## config.mk

```make
export PLATFORM = sky130hd
export DESIGN_NAME = rtc_alarm_match
export DESIGN_NICKNAME = d
export VERILOG_FILES = /design/src/rtl/rtc_alarm_match.sv
export SDC_FILE = /design/constraint.sdc
export NUM_CORES = 1
export LEC_CHECK = 0
export BUFFER_PORTS_ARGS = -buffer_cell sky130_fd_sc_hd__buf_2
export CAP_MARGIN = 20
export CELL_PAD_IN_SITES_DETAIL_PLACEMENT = 1
export CELL_PAD_IN_SITES_GLOBAL_PLACEMENT = 1
export CORE_MARGIN = 5
export CORE_UTILIZATION = 14
export CTS_BUF_LIST = sky130_fd_sc_hd__clkbuf_4
export CTS_CLUSTER_SIZE = 25
export DETAILED_ROUTE_END_ITERATION = 8
export GPL_TIMING_DRIVEN = 0
export PLACE_DENSITY_LB_ADDON = 0.1
export SLEW_MARGIN = 20
export SYNTH_ARGS = -nofsm -noshare
export SYNTH_HDL_FRONTEND = slang
export SYNTH_SLANG_ARGS = --single-unit
```

## constraint.sdc

```tcl
create_clock -name clk -period 0.8 [get_ports clk]
set_input_delay 0 -clock clk [delete_from_list [all_inputs] [get_ports clk]]
set_output_delay 0 -clock clk [all_outputs]
set_load 0.02 [all_outputs]
```

## src/rtl/rtc_alarm_match.sv

```systemverilog
module rtc_alarm_match #(
  parameter int W = 8
) (
  input  logic         clk,
  input  logic         rst_n,
  input  logic         update_done,
  input  logic [W-1:0] cur_hr,
  input  logic [W-1:0] cur_min,
  input  logic [W-1:0] cur_sec,
  input  logic [W-1:0] alm_hr,
  input  logic [W-1:0] alm_min,
  input  logic [W-1:0] alm_sec,
  input  logic         alarm_en,
  input  logic         flag_rd_clr,
  output logic         alarm_flag,
  output logic         alarm_irq
);
  function automatic logic byte_hit(input logic [W-1:0] cur, input logic [W-1:0] alm);
    return (&alm[W-1:W-2]) || (cur == alm);
  endfunction

  logic all_hit;
  assign all_hit = byte_hit(cur_hr, alm_hr) && byte_hit(cur_min, alm_min) &&
                   byte_hit(cur_sec, alm_sec);

  always_ff @(posedge clk or negedge rst_n) begin
    if (!rst_n)                   alarm_flag <= 1'b0;
    else if (update_done && all_hit) alarm_flag <= 1'b1;
    else if (flag_rd_clr)         alarm_flag <= 1'b0;
  end

  assign alarm_irq = alarm_flag & alarm_en;
endmodule


```

# [After elaboration in Yosys (flattened, before gate mapping)]
# Cells that the tools add are included.
[word_totals] reg_bits=1 inputBits=53 output_inout_bits=2 wordCells=17
[op_classes] eq_ne=3 n_mux=2 bitwise_logic=1 n_reduce_logical=10
[ops] cell="$eq 8x8->1" count=3
[ops] cell="$reduce_and 2->1" count=3
[ops] cell="$logic_and 1x1->1" count=3
[ops] cell="$logic_or 1x1->1" count=3
[ops] cell="$mux 1" count=2
[ops] cell="$reduce_bool 2->1" count=1
[ops] cell="$and 1x1->1" count=1

# [Depth between registers and ports, before layout]
[logic_depth] word_depth=6 depth_mapped=4 ltp_nobuf=4

# [Worst setup path before layout]
# No wires, ideal clock.
[synth_path] path_kind="input port to flip-flop" start="input port alm_min[6]" end="register alarm_flag" setup_time_ns=0.103 arrival_ns=0.785 slack_ns=-0.088 path_stages=4 n_path_buf=0 cell_sequence="xor2_1 -> nor4_1 -> a22oi_1 -> o41ai_2"
[synth_between] elab_chain_len=6
[synth_lines] element="start: declaration" line="11" source="input logic [W-1:0] alm_min,"
[synth_lines] element="$eq 8x8->1 / $reduce_and 2->1 (equally long branches)" line="19" source="return (&alm[W-1:W-2]) || (cur == alm);"
[synth_lines] element="$logic_or 1x1->1 *" line="19"
[synth_lines] element="$logic_and 1x1->1 * (2 in series)" line="23" source="assign all_hit = byte_hit(cur_hr, alm_hr) && byte_hit(cur_min, alm_min) &&"
[synth_lines] element="$logic_and 1x1->1 *" line="28" source="else if (update_done && all_hit) alarm_flag <= 1'b1;"
[synth_lines] element="$mux 1 / $reduce_bool 2->1 (equally long branches)"
[synth_lines] element="end signal: assignment" line="27" source="if (!rst_n) alarm_flag <= 1'b0;"
[synth_lines] element="end signal: assignment" line="28"
[synth_lines] element="end signal: assignment" line="29" source="else if (flag_rd_clr) alarm_flag <= 1'b0;"
[synth_lines] element="end: declaration" line="15" source="output logic alarm_flag,"
# Every way passes the cells marked *; elsewhere a longest branch is shown, timed or not.
# A chain may end at the register's enable or synchronous reset.

# [Final worst setup path]
[layout_path] start="input port cur_min[6]" end="register alarm_flag"
[layout_between] elab_chain_len=6
[layout_lines] element="start: declaration" line="8" source="input logic [W-1:0] cur_min,"
[layout_lines] element="$eq 8x8->1 *" line="19"
[layout_lines] element="$logic_or 1x1->1 *" line="19"
[layout_lines] element="$logic_and 1x1->1 * (2 in series)" line="23"
[layout_lines] element="$logic_and 1x1->1 *" line="28"
[layout_lines] element="$mux 1 / $reduce_bool 2->1 (equally long branches)"
# Marked as above.

==> qor.yml <==
status:
  outcome: "complete, but fails checks"
  violations: "negative setup slack"
cells_and_area:
  drive_gt1_frac: 0.634
  fillers: 294
  utilization: 0.313
  largest_reg_flops: 1
  syn_to_final_growth_pct: 113
  n_antenna_cell: 0
  largest-register: "alarm_flag"
  fin_area_um2: 698
  instances_no_fill: 121
  largestRegisters: "alarm_flag x1"
  fin_nets: 148
floorplan:
  io_pins: 55
  die_w_um: 58.4
  start_util: 0.147
  dieArea_um2: 3410
  chipHeight_um: 58.4
  coreArea_um2: 2230
  fp-row-count: 17
detailed_routing:
  viasPerCell: 3.94
  ant_nets: 0
  drtIter0Drc: 9
  avgRoutedWirePerCell_um: 11.2
  first_pass_iters: 2
  via_count: 477
  wl_um: 1350
  drc: 0
cts:
  clkTransAtPathRegs_ps: 0
  clkLatencyLatePin_ps: 0
global_routing:
  grt_pass1_vias: 525
  grt_pass1_wl_um: 2180
  grt_max_degree: 4
  grt_use_total: 0.0758
  antenna_found_initial: 0
  grt-ovfl-total: 0
timing:
  setup_violations: 1
  setup_tns_ps: -255
  hold_viol: 0
  relSlewSlack: 0.830
  finalCritPeriodShare: 1.32
  fin_skew_ps: 0
  worst_pin_slew_ps: 252
  fmax_ghz: 0.948
  min_period_ps: 1060
  report.final.slew_viol_count: 0
  grt_setup_unrepaired: "true"
  whs_ps: 273
  postLayoutSetupSlackWorst_ps: -255
power:
  p_total_mw: 0.346
  power_frac_comb: 0.848
  powerDensity_nw_per_um2: 495
  ir_drop_mv: 0.157
  sw_frac_of_total: 0.345
  leakage_nw: 0.373
  clkPwrFrac: 0
  p_switching_mw: 0.119
  power_frac_seq: 0.152
  cell_internal_pwr_mw: 0.227
placement:
  hpwl_um: 1240
  gp_congestion: 0.709
  preCtsSetupSlack_ps: -308
  io_buffers: 54
  placed_cell_area_um2: 633
  place_inst: 120
critical_path:
  crit_path_end_kind: "flop"
  cp_max_fo: 1
  crit_type: "input pin to flop"
  reg2reg_from: "alarm_flag$_DFFE_PN0P_"
  setup.worst_path.start_class: "input pin"
  cp.required_ps: 690
  critPathLaunch: "cur_min[6]"
  r2r_cells: 2
  worstPathArrival_ps: 950
synthesis:
  synth_seq_cells: 1
  syn_nets: 91
  synth_area_leader_cell: "xor2_1"
  synth_cell_types: 8
  syn_avg_cell_area_um2: 8.63
  syn_area_um2: 328
  syn_inst: 38
  synthTopCellsByArea: "xor2_1, nor4_1, dfrtp_1, a22oi_1, o41ai_2"
  synth_top_area_share: 0.641
  yosys_warnings: 0
  yosysSeqAreaShare: 0.0763
min_path:
  min_delay_path_depth: 3
  min_path_type: "input pin to flop"
  hold_path.startpoint: "update_done"
flow_run:
  cap_viol_max_count: 0
Yosys cell counts:
cell,number
and2_1,1
nor4_1,6
nand2b_1,1
dfrtp_1,1
a22oi_1,3
xor2_1,24
inv_1,1
o41ai_2,1
repair_timing:
action	CTS	global route
cloned	0	0
endpoints found under the hold margin	1	0
pin swaps	2	2
hold buffers	1	0
resized for setup	5	4
setup endpoints to repair	1	1
setup buffers	0	0
worst paths after layout:
check	to	slack, ps
worst max-delay path	alarm_flag$_DFFE_PN0P_	-260
worst min-delay path	alarm_flag$_DFFE_PN0P_	270
worst max register to register	alarm_flag$_DFFE_PN0P_	150
worst min register to register	alarm_flag$_DFFE_PN0P_	500
max in group asynchronous	alarm_flag$_DFFE_PN0P_	370
min in group asynchronous	alarm_flag$_DFFE_PN0P_	350
power by group through the flow:
stage          clock network, mW  logic (mW)  registers, mW
6_report                       0       0.293         0.0527
5_1_grt                        0       0.327         0.0529
4_1_cts                        0       0.279         0.0528
3_5_place_dp                   0       0.258         0.0528
3_3_place_gp                   0       0.254         0.0528
2_1_floorplan                  0      0.0964         0.0535
critical path, cell delays in order:
cell and delay (ps):
buf_6 90, xor2_1 140, nor4_1 280, a22oi_1 120, o41ai_2 310
cells by family after synthesis:
| family | Yosys count | synth area share |
|---|---|---|
| AND/OR/NAND/NOR | 8 | 0.153 |
| buffers and inverters | 1 | 0.0114 |
| AO/OA/AOI/OAI | 4 | 0.118 |
| flip-flops | 1 | 0.0763 |
| XOR/XNOR | 24 | 0.641 |
final cells by class:
class / instances / area [µm²] / area share
inverters: 1 / 3.75 / 0.00538
multi-input cells: 36 / 323 / 0.462
flip-flops and latches: 1 / 25.0 / 0.0358
well taps: 28 / 35.0 / 0.0502
repair buffers: 55 / 312 / 0.446
layout by cell type, fill, tap and decap left out, drive strengths merged:
master       synthesis  final
nand2b               1      1
inv                  1      1
dlygate4sd3          0      1
and2                 1      1
nor4                 6      6
o41ai                1      1
xor2                24     24
a22oi                3      3
buf                  0     54
dfrtp                1      1
per-layer routing:
metal	track usage	share of wire	vias to the layer above
met5	0	0	-
met4	0	0	0
met3	0.0263	0.16	0
met2	0.124	0.46	30
met1	0.102	0.38	202
li1	-	-	245
No activity file was read; power rests on OpenSTA's default activity.
